### src/rtl/chsel_pkg.sv
package chsel_pkg;

  // Index width for a count of n items (at least one bit).
  function automatic int idx_w(int n);
    return (n <= 1) ? 1 : $clog2(n);
  endfunction

  // Next index in a wrapping count 0 .. n-1.
  function automatic int wrap_inc(int v, int n);
    return (v + 1 >= n) ? 0 : v + 1;
  endfunction

  // A map address is honoured only inside the selected range.
  function automatic bit addr_in_range(int a, int lim);
    return a < lim;
  endfunction

endpackage

### src/rtl/chsel_map.sv
module chsel_map #(
  parameter int CH_SEL = 12,
  parameter int CW     = 4,
  parameter int PW     = 4,
  parameter int AW     = 5
) (
  input  logic          clk,
  input  logic          rst_n,
  input  logic          wr_en,
  input  logic [AW-1:0] wr_addr,
  input  logic [CW-1:0] wr_data,
  input  logic          commit,
  input  logic [PW-1:0] rd_pos,
  output logic [CW-1:0] rd_ch
);
  import chsel_pkg::*;

  logic [CW-1:0] shadow [CH_SEL];
  logic [CW-1:0] active [CH_SEL];
  logic          wr_ok;

  assign wr_ok = wr_en && addr_in_range(int'(wr_addr), CH_SEL);

  always_ff @(posedge clk) begin
    if (!rst_n) begin
      for (int i = 0; i < CH_SEL; i++) begin
        shadow[i] <= CW'(i);
        active[i] <= CW'(i);
      end
    end else begin
      if (wr_ok) shadow[wr_addr[PW-1:0]] <= wr_data;
      if (commit) begin
        for (int i = 0; i < CH_SEL; i++) active[i] <= shadow[i];
      end
    end
  end

  assign rd_ch = active[rd_pos];
endmodule

### src/rtl/chsel_pages.sv
module chsel_pages #(
  parameter int CH_IN   = 16,
  parameter int DW      = 16,
  parameter bit COMPLEX = 1'b1,
  parameter int SEQ_W   = 16,
  parameter int CW      = 4
) (
  input  logic            clk,
  input  logic            rst_n,
  input  logic            in_valid,
  input  logic            in_sop,
  input  logic            in_eop,
  input  logic            in_sync,
  input  logic [SEQ_W-1:0] in_seq,
  input  logic [2*DW-1:0] in_data,
  output logic            blk_done,
  output logic            done_page,
  output logic [SEQ_W-1:0] done_seq,
  output logic            done_sync,
  input  logic            rd_page,
  input  logic [CW-1:0]   rd_ch,
  output logic [2*DW-1:0] rd_data
);
  import chsel_pkg::*;

  logic            wr_page;
  logic [CW-1:0]   wr_idx, idx;
  logic [SEQ_W-1:0] cap_seq;
  logic            cap_sync;

  assign idx       = in_sop ? '0 : wr_idx;
  assign blk_done  = in_valid && in_eop;
  assign done_page = wr_page;
  assign done_seq  = in_sop ? in_seq : cap_seq;
  assign done_sync = in_sop ? in_sync : cap_sync;

  always_ff @(posedge clk) begin
    if (!rst_n) begin
      wr_page  <= 1'b0;
      wr_idx   <= '0;
      cap_seq  <= '0;
      cap_sync <= 1'b0;
    end else if (in_valid) begin
      wr_idx <= in_eop ? '0 : CW'(wrap_inc(int'(idx), CH_IN));
      if (in_sop) begin
        cap_seq  <= in_seq;
        cap_sync <= in_sync;
      end
      if (in_eop) wr_page <= ~wr_page;
    end
  end

  generate
    if (COMPLEX) begin : g_cplx
      logic [DW-1:0] re_q [2][CH_IN];
      logic [DW-1:0] im_q [2][CH_IN];
      always_ff @(posedge clk) begin
        if (in_valid) begin
          re_q[wr_page][idx] <= in_data[DW-1:0];
          im_q[wr_page][idx] <= in_data[2*DW-1:DW];
        end
      end
      assign rd_data = {im_q[rd_page][rd_ch], re_q[rd_page][rd_ch]};
    end else begin : g_word
      logic [2*DW-1:0] wd_q [2][CH_IN];
      always_ff @(posedge clk) begin
        if (in_valid) wd_q[wr_page][idx] <= in_data;
      end
      assign rd_data = wd_q[rd_page][rd_ch];
    end
  endgenerate
endmodule

### src/rtl/chsel_reader.sv
module chsel_reader #(
  parameter int CH_SEL = 12,
  parameter int PW     = 4,
  parameter int W      = 32,
  parameter int SEQ_W  = 16
) (
  input  logic            clk,
  input  logic            rst_n,
  input  logic            start,
  input  logic            start_page,
  input  logic [SEQ_W-1:0] start_seq,
  input  logic            start_sync,
  output logic [PW-1:0]   rd_pos,
  output logic            rd_page,
  input  logic [W-1:0]    rd_data,
  output logic            beat_load,
  input  logic            out_ready,
  output logic            out_valid,
  output logic            out_sop,
  output logic            out_eop,
  output logic            out_sync,
  output logic [SEQ_W-1:0] out_seq,
  output logic [W-1:0]    out_data
);
  import chsel_pkg::*;

  localparam logic [PW-1:0] LAST = PW'(CH_SEL - 1);

  logic            busy;
  logic [PW-1:0]   pos;
  logic            page;
  logic [SEQ_W-1:0] seq_r;
  logic            sync_r;

  assign rd_pos    = pos;
  assign rd_page   = page;
  assign beat_load = busy && (!out_valid || out_ready);

  always_ff @(posedge clk) begin
    if (!rst_n) begin
      busy      <= 1'b0;
      pos       <= '0;
      page      <= 1'b0;
      seq_r     <= '0;
      sync_r    <= 1'b0;
      out_valid <= 1'b0;
      out_sop   <= 1'b0;
      out_eop   <= 1'b0;
      out_sync  <= 1'b0;
      out_seq   <= '0;
      out_data  <= '0;
    end else begin
      if (out_valid && out_ready) out_valid <= 1'b0;
      if (beat_load) begin
        out_valid <= 1'b1;
        out_data  <= rd_data;
        out_sop   <= (pos == '0);
        out_eop   <= (pos == LAST);
        out_sync  <= sync_r && (pos == '0);
        out_seq   <= seq_r;
        pos       <= PW'(wrap_inc(int'(pos), CH_SEL));
        if (pos == LAST) busy <= 1'b0;
      end
      if (start) begin
        busy   <= 1'b1;
        pos    <= '0;
        page   <= start_page;
        seq_r  <= start_seq;
        sync_r <= start_sync;
      end
    end
  end
endmodule

### src/rtl/chsel_reorder.sv
module chsel_reorder #(
  parameter int CH_IN   = 16,
  parameter int CH_SEL  = 12,
  parameter int DW      = 16,
  parameter bit COMPLEX = 1'b1,
  parameter int SEQ_W   = 16,
  localparam int CW     = chsel_pkg::idx_w(CH_IN),
  localparam int PW     = chsel_pkg::idx_w(CH_SEL),
  localparam int MAP_AW = PW + 1,
  localparam int W      = 2 * DW
) (
  input  logic              clk,
  input  logic              rst_n,
  input  logic              map_we,
  input  logic [MAP_AW-1:0] map_addr,
  input  logic [CW-1:0]     map_data,
  input  logic              in_valid,
  input  logic              in_sop,
  input  logic              in_eop,
  input  logic              in_sync,
  input  logic [SEQ_W-1:0]  in_seq,
  input  logic [W-1:0]      in_data,
  input  logic              out_ready,
  output logic              out_valid,
  output logic              out_sop,
  output logic              out_eop,
  output logic              out_sync,
  output logic [SEQ_W-1:0]  out_seq,
  output logic [W-1:0]      out_data
);
  // Named internal events (also used by the bound checker).
  logic             blk_done;
  logic             done_page;
  logic [SEQ_W-1:0] done_seq;
  logic             done_sync;
  logic [PW-1:0]    rd_pos;
  logic             rd_page;
  logic [CW-1:0]    rd_ch;
  logic [W-1:0]     rd_data;
  logic             beat_load;

  chsel_map #(.CH_SEL(CH_SEL), .CW(CW), .PW(PW), .AW(MAP_AW)) u_map (
    .clk(clk), .rst_n(rst_n), .wr_en(map_we), .wr_addr(map_addr),
    .wr_data(map_data), .commit(blk_done), .rd_pos(rd_pos), .rd_ch(rd_ch)
  );

  chsel_pages #(.CH_IN(CH_IN), .DW(DW), .COMPLEX(COMPLEX), .SEQ_W(SEQ_W), .CW(CW)) u_pages (
    .clk(clk), .rst_n(rst_n), .in_valid(in_valid), .in_sop(in_sop),
    .in_eop(in_eop), .in_sync(in_sync), .in_seq(in_seq), .in_data(in_data),
    .blk_done(blk_done), .done_page(done_page), .done_seq(done_seq),
    .done_sync(done_sync), .rd_page(rd_page), .rd_ch(rd_ch), .rd_data(rd_data)
  );

  chsel_reader #(.CH_SEL(CH_SEL), .PW(PW), .W(W), .SEQ_W(SEQ_W)) u_reader (
    .clk(clk), .rst_n(rst_n), .start(blk_done), .start_page(done_page),
    .start_seq(done_seq), .start_sync(done_sync), .rd_pos(rd_pos),
    .rd_page(rd_page), .rd_data(rd_data), .beat_load(beat_load),
    .out_ready(out_ready), .out_valid(out_valid), .out_sop(out_sop),
    .out_eop(out_eop), .out_sync(out_sync), .out_seq(out_seq),
    .out_data(out_data)
  );
endmodule

### config.mk
export PLATFORM = sky130hd
export DESIGN_NAME = chsel_reorder
export DESIGN_NICKNAME = d
export VERILOG_FILES = /design/src/rtl/chsel_pkg.sv /design/src/rtl/chsel_map.sv /design/src/rtl/chsel_pages.sv /design/src/rtl/chsel_reader.sv /design/src/rtl/chsel_reorder.sv
export SDC_FILE = /design/constraint.sdc
export NUM_CORES = 1
export LEC_CHECK = 0
export ABC_AREA = 1
export BUFFER_PORTS_ARGS = -buffer_cell sky130_fd_sc_hd__buf_4
export CORE_MARGIN = 2
export CORE_UTILIZATION = 45
export DETAILED_ROUTE_END_ITERATION = 12
export SKIP_LAST_GASP = 1
export SLEW_MARGIN = 0
export SYNTH_ARGS = -nofsm -noshare
export SYNTH_HDL_FRONTEND = slang
export SYNTH_SLANG_ARGS = --single-unit
### constraint.sdc
create_clock -name clk -period 7.17 [get_ports clk]
set_input_delay 0.3585 -clock clk [delete_from_list [all_inputs] [get_ports clk]]
set_output_delay 0.3585 -clock clk [all_outputs]
set_load 0.05 [all_outputs]
## Word level (Yosys, flattened, before mapping)

Memories as Yosys holds them, arrays and structs flattened. A register that Yosys moved wholly into a read port is not among the register bits.
Index checks and enable logic that the tools add are counted.
Widths: inputs -> output; s select.

- Bitwise gates (word level): 16
- $add $sub $neg: 2
- Eq/ne operators: 1
- Muxes and demuxes: 49
- Reduce and logical (&&, ||, !) cells: 16
- Order comparisons: 6

Operators with widths:

| kind | number |
|---|---|
| $mux 256 | 1 |
| $bmux 16 s4 | 2 |
| $mux 16 | 6 |
| $mux 4 | 20 |
| $demux 16 s4 | 1 |
| $mux 1 | 19 |
| $ge 5x5->1 const B | 3 |
| $or 1x1->1 | 12 |
| $add 4x1->5 const B | 2 |
| $not 4->5 | 2 |
| $logic_and 1x1->1 | 6 |
| $reduce_bool 2->1 | 3 |
| $ge 5x4->1 const B | 1 |
| $lt 5x1->1 const B | 1 |
| $lt 5x4->1 const B | 1 |
| $eq 4x4->1 const B | 1 |
| $logic_not 4->1 | 1 |
| $reduce_and 2->1 | 2 |
| $reduce_or 4->1 | 1 |
| $not 1->1 | 2 |
| $reduce_or 2->1 | 1 |
| $logic_not 1->1 | 1 |
| $logic_or 1x1->1 | 1 |

- Memories: 4
- Word-level logic and storage cells: 109
- Bits in registers: 97
- Output and inout port bits: 52
- RAM bits: 1120

Memories:

| memory | depth | width | rd ports | clocked after Yosys merged registers in | write ports | line | text |
|---|---|---|---|---|---|---|---|
| u_pages.g_cplx.im_q | 2 | 256 | 1 | 1 | 1 | chsel_pages.sv:56 | `logic [DW-1:0] im_q [2][CH_IN];` |
| u_pages.g_cplx.re_q | 2 | 256 | 1 | 1 | 1 | chsel_pages.sv:55 | `logic [DW-1:0] re_q [2][CH_IN];` |
| u_map.active | 12 | 4 | 1 | 1 | 12 | chsel_map.sv:19 | `logic [CW-1:0] active [CH_SEL];` |
| u_map.shadow | 12 | 4 | 12 | 0 | 12 | chsel_map.sv:18 | `logic [CW-1:0] shadow [CH_SEL];` |

## Depth between registers and ports, before layout

- Depth in word-level cells: 7
- Mapped depth: 18
- Gate-level depth less buffers: 15

## Modules after synthesis

From an unflattened synthesis, not the netlist that was laid out.

- Cells, all modules: 4449
- Area, all modules: 49831.5 µm²

By module, submodules not included:

| module | times used | cells an instance | area an instance (µm²) |
|---|---|---|---|
| chsel_pages | 1 | 3683 | 42913.7 |
| chsel_map | 1 | 421 | 4224.1 |
| chsel_reader | 1 | 345 | 2693.8 |

## Worst setup path after synthesis

No wires, ideal clock.

- Path type: input to register
- Start: input in_sop
- End: memory u_pages.g_cplx.im_q[0][0] (netlist name), enable pin
- Cell stages on the path: 7
- Data arrival time: 3.320 ns
- Setup slack: 3.388 ns
- Path buffers: 1
- Library setup time: 0.461 ns
- Cell sequence: clkbuf_1 inv_1 nand2_1 inv_1 ha_1 nand2_1 nor3_1

- Word-level cells in the longest chain between the ends: 7

RTL lines:

| item | line | text |
|---|---|---|
| from (decl) | chsel_reorder.sv:18 | `input logic in_sop,` |
| $mux 4 * | chsel_pages.sv:31 | `assign idx = in_sop ? '0 : wr_idx;` |
| $not 4->5 (not written as such) * | chsel_pages.sv:60 | `im_q[wr_page][idx] <= in_data[2*DW-1:DW];` |
| $ge 5x5->1 (not written as such) / $lt 5x1->1 (equally long branches) | chsel_pages.sv:60 |  |
| $logic_and 1x1->1 (not written as such) | chsel_pages.sv:60 |  |
| $mux 16 (not written as such) | chsel_pages.sv:60 |  |
| $demux 16 s4 * | chsel_pages.sv:60 |  |
| $mux 256 (not written as such) * | chsel_pages.sv:60 |  |
| to (decl) | chsel_pages.sv:56 |  |

Every way passes the cells marked *; elsewhere a longest branch is shown, timed or not.

==> summary.txt <==
Status
  • Status: completed

Clock network
  • Insertion delay of the later-clocked pin in the worst-skew pair: 0.72 ns
  • Clock Tree Buf Depth: 3
  • CTS clk-pin slew, worst paths: 0.06 ns
  • Cell at the root of the clock tree: sky130_fd_sc_hd__clkbuf_16
  • Number of clock buffers inserted by TritonCTS: 120
  • TritonCTS sink count: 1222
  • Clock tree from TritonCTS: built
  • H-tree levels: 3
  • PostCTS Resize Cnt: 0
  • Post-CTS setup repair buffer count: 0
  • Hold Buf Count CTS: 18

GRT
  • Pin count of the biggest net entering global routing: 146
  • Number of global-route vias before repair: 29040
  • Global-route usage over all layers: 0.2314
  • GRT Residual Overflow: 0
  • Antenna violations before repair: 7
  • First-pass GRT wire length: 192.4 mm

Drt
  • Total number of vias: 30110
  • DRC violation total after the first TritonRoute iteration: 2959
  • DRC violations left: 0
  • Number of search-and-repair iterations in the first detailed-routing pass: 5
  • Vias per cell: 5.611
  • Post-Route WL: 131.8 mm
  • Antenna viol nets, final: 0
  • Wire per inst: 24.57 um

Yosys
  • Leading cell types by total area after synthesis: sky130_fd_sc_hd__edfxtp_1, sky130_fd_sc_hd__mux2i_1, sky130_fd_sc_hd__nand3_1
  • EDFF count, synth: 1120
  • Syn avg cell area: 13.48 um^2
  • Share of the yosys chip area belonging to registers: 0.7171
  • Largest family of logic cells by synthesized area: simple AND/OR/NAND/NOR gates
  • Simple-gate share of the synthesized area: 0.1287
  • Top cells by count, synth: sky130_fd_sc_hd__edfxtp_1, sky130_fd_sc_hd__nand3_1, sky130_fd_sc_hd__mux2i_1
  • Synthesized-area fraction occupied by xor and xnor cells: 0.0001761
  • Area fraction in compound gates after synthesis: 0.01401
  • Most common cell in the netlist: sky130_fd_sc_hd__edfxtp_1
  • Share of synthesized cell area in full adder, half adder and majority cells: 0.001509
  • Most used DFF post-synth: sky130_fd_sc_hd__edfxtp_1
  • Portion of synthesized cell area occupied by the leading cell type: 0.6761
  • Mux share of post-synthesis cell area: 0.1030
  • Synth warnings: 0
  • Post-synthesis async set-or-reset flop share: 0
  • Count of different cell masters after synthesis: 33
  • Synthesis-stage register bit count: 1222
  • Cell Area, Synth: 49750 um^2
  • Post-synth top area cell: sky130_fd_sc_hd__edfxtp_1
  • Cell count after synthesis: 3691
  • Number of nets produced by synthesis: 3762

Critical path
  • Critical path start-end classification: reg -> reg
  • R2r setup slk: 2.52 ns
  • Critical Path Sink Type: flop
  • Type of origin of the critical path: flop
  • Crit path max-delay cell type: sky130_fd_sc_hd__dfxtp_1
  • Gate family responsible for the most delay along the worst path: simple AND/OR/NAND/NOR gates
  • Critical path endpoint: u_reader.out_data[29]
  • Cell-by-cell trace of the critical path: inv_2 > nand2_1 > nand3_1 > nand3_1 > nand3_4 > nand2_8 > buf_4 > nand2_1 > nand3_1 > nand3_1 > nand3_1 > nand3_1 > nand2_1 > inv_1
  • R2r endpoint: u_reader.out_data[29]
  • Data required time of the worst path: 7.77 ns
  • Worst-case reg-to-reg path depth: 14
  • Critical path buffer and inverter count: 3
  • Crit-path most repeated cell: sky130_fd_sc_hd__nand3_1
  • Peak fanout along the critical path: 70
  • Worst endpoint data arrival time: 5.25 ns
  • Crit. path cell count: 14
  • Maximum cell stage delay along the critical path: 0.83 ns

STA
  • Transition at the pin with the smallest max-transition slack: 1.316 ns
  • Final-layout worst hold slack: 0.03832 ns
  • Number of failing hold endpoints at the final stage: 0
  • Final worst setup slack: 2.517 ns
  • Final number of max-transition violations: 0
  • Headroom to the max-slew limit: 0.1204
  • Setup skew after layout: 0.02598 ns
  • Period utilization: 0.6490
  • Final TNS setup: 0 ns
  • Count of endpoints failing setup in the final report: 0
  • Tmin final: 4.653 ns
  • Maximum clock frequency: 0.2149 GHz
  • Unrepaired setup endpoints after global routing: false

Finish
  • Final standard cell utilization of the core: 0.5166
  • Synthesis-to-finish area growth: 13.51%
  • Final Instance Area: 56470 um^2
  • Share of layout cells above drive strength 1: 0.1152
  • Final cell count without fillers: 5366
  • Number of nets in the layout: 3854

Floorplan
  • Die width: 336.5 um
  • Die height: 336.5 um
  • Std-Cell Rows: 121
  • Core Area: 109300 um^2
  • I/O pin count: 117
  • Starting utilization of the core area: 0.4551
  • Area of the die: 113200 um^2

Power
  • Share of total power consumed by net switching: 0.2277
  • Internal cell power: 11.98 mW
  • Power share of the sequential group: 0.510
  • Switching power: 3.533 mW
  • Power density cells: 274.8 nW/um^2
  • Max rail drop VDD: 0.1939 mV
  • Relative contribution of the clock network to total power: 0.416
  • Static leakage: 18.94 nW
  • Combinational share of power: 0.074
  • Total power consumption of the routed design: 15.52 mW

Placement
  • Routability cong.: 0.7601
  • Post-Place Cells: 5119
  • Number of buffers added on ports: 116
  • Standard cell area after detailed placement: 52190 um^2
  • Post-Place Setup Slack: 2.551 ns
  • Post-DP HPWL: 67.85 mm

Min path
  • Hold crit path type: in -> reg

Flow run
  • Maxcap violations: 0
==> worst min-delay path by stage <==
stage | from | end | cells past startpoint
after floorplan | u_reader.rd_page | flop | 2
after global placement | u_reader.rd_page | flop | 2
after detailed placement | u_reader.seq_r[7] | u_reader.out_seq[7] | 2
after CTS | in_seq[12] | u_reader.seq_r[12] | 4
after global routing | map_addr[0] | u_map.shadow[8][3] | 3
final | in_data[26] | u_pages.g_cplx.im_q[0][90] | 1
==> power groups by stage <==
| stage | logic, mW | clock network [mW] | registers, mW |
|---|---|---|---|
| final | 1.14 | 6.46 | 7.92 |
| after detailed placement | 1.13 | 0 | 8.07 |
| after global placement | 1.12 | 0 | 8.07 |
| after floorplan | 0.628 | 0 | 8.13 |
| after CTS | 1.14 | 6.54 | 7.92 |
| after global routing | 1.24 | 6.81 | 7.93 |
==> metal layers <==
layer / vias up / GRT usage / share of wire
li1: 13660 / - / -
met1: 15150 / 0.3345 / 0.45
met2: 1104 / 0.3617 / 0.46
met3: 202 / 0.03991 / 0.070
met4: 4 / 0.06525 / 0.025
met5: - / 0 / 0.00020
==> sequential cells by signal, indices dropped and copies added (netlist names), named ones only <==
| name | flops |
|---|---|
| u_reader.out_sop | 1 |
| u_reader.out_valid | 1 |
| u_pages.cap_seq | 16 |
| u_reader.busy | 1 |
| u_map.active | 48 |
| u_reader.out_seq | 16 |
| u_reader.rd_pos | 4 |
| u_reader.rd_page | 1 |
| u_pages.cap_sync | 1 |
| u_reader.sync_r | 1 |
| u_reader.seq_r | 16 |
| u_pages.g_cplx.im_q | 512 |
| u_pages.wr_idx | 4 |
| u_reader.out_data | 32 |
| u_pages.done_page | 1 |
| u_pages.g_cplx.re_q | 512 |
| u_reader.out_sync | 1 |
| u_reader.out_eop | 1 |
| u_map.shadow | 48 |
==> layout make-up <==
class / count / area, um^2
sequential: 1222 / 35680
antenna: 2 / 5.005
inverter: 164 / 624.3
timing repair buffer: 205 / 1634
fill: 9249 / 52840
clock buffer: 169 / 3478
tap: 1476 / 1847
multi-input combinational: 2070 / 12580
clock inverter: 58 / 621.8
==> layout by cell type (no fill, tap or decap), types with 2 or more instances in the layout <==
cell,synthesis,routed
sky130_fd_sc_hd__edfxtp_1,1120,1120
sky130_fd_sc_hd__nand3_1,768,767
sky130_fd_sc_hd__mux2i_1,512,512
sky130_fd_sc_hd__nand2_1,441,439
sky130_fd_sc_hd__buf_4,19,183
sky130_fd_sc_hd__inv_1,156,154
sky130_fd_sc_hd__nor2_1,178,154
sky130_fd_sc_hd__clkbuf_16,0,121
sky130_fd_sc_hd__dfxtp_1,102,101
sky130_fd_sc_hd__o21ai_0,65,65
sky130_fd_sc_hd__a21oi_1,42,42
sky130_fd_sc_hd__clkbuf_8,0,27
sky130_fd_sc_hd__nor2_4,0,24
sky130_fd_sc_hd__clkinv_2,0,22
sky130_fd_sc_hd__or2_2,21,21
sky130_fd_sc_hd__clkbuf_1,91,21
sky130_fd_sc_hd__dlygate4sd3_1,0,18
sky130_fd_sc_hd__clkinv_1,2,17
sky130_fd_sc_hd__bufinv_16,0,12
sky130_fd_sc_hd__nor3_2,0,8
sky130_fd_sc_hd__a22o_1,8,8
sky130_fd_sc_hd__inv_2,6,6
sky130_fd_sc_hd__inv_6,0,6
sky130_fd_sc_hd__ha_1,6,6
sky130_fd_sc_hd__buf_12,0,4
sky130_fd_sc_hd__o21ai_1,3,3
sky130_fd_sc_hd__nand4_1,3,3
sky130_fd_sc_hd__diode_2,0,2
sky130_fd_sc_hd__a22oi_1,2,2
sky130_fd_sc_hd__nand2_8,0,2
sky130_fd_sc_hd__o21ai_4,0,2
sky130_fd_sc_hd__inv_16,0,2
==> worst reg2reg max path: stages, from the launching register on <==
cell,delay (ns)
sky130_fd_sc_hd__dfxtp_1,0.83
sky130_fd_sc_hd__inv_2,0.36
sky130_fd_sc_hd__nand2_1,0.17
sky130_fd_sc_hd__nand3_1,0.07
sky130_fd_sc_hd__nand3_1,0.17
sky130_fd_sc_hd__nand3_4,0.55
sky130_fd_sc_hd__nand2_8,0.74
sky130_fd_sc_hd__buf_4,0.83
sky130_fd_sc_hd__nand2_1,0.26
sky130_fd_sc_hd__nand3_1,0.14
sky130_fd_sc_hd__nand3_1,0.13
sky130_fd_sc_hd__nand3_1,0.12
sky130_fd_sc_hd__nand3_1,0.08
sky130_fd_sc_hd__nand2_1,0.09
sky130_fd_sc_hd__inv_1,0.04
==> logic make-up (layout without fill, tap and decap cells) <==
| group | after synthesis | after routing |
|---|---|---|
| AND/OR/NAND/NOR | 1424 | 1424 |
| flip-flops | 1222 | 1222 |
| multiplexers | 512 | 512 |
| buffers and inverters | 399 | 596 |
| AO/OA/AOI/OAI | 127 | 127 |
| adder cells (fa/ha/maj) | 6 | 6 |
| XOR/XNOR | 1 | 1 |
| other | 0 | 2 |
(Power assumes the default switching activity.)
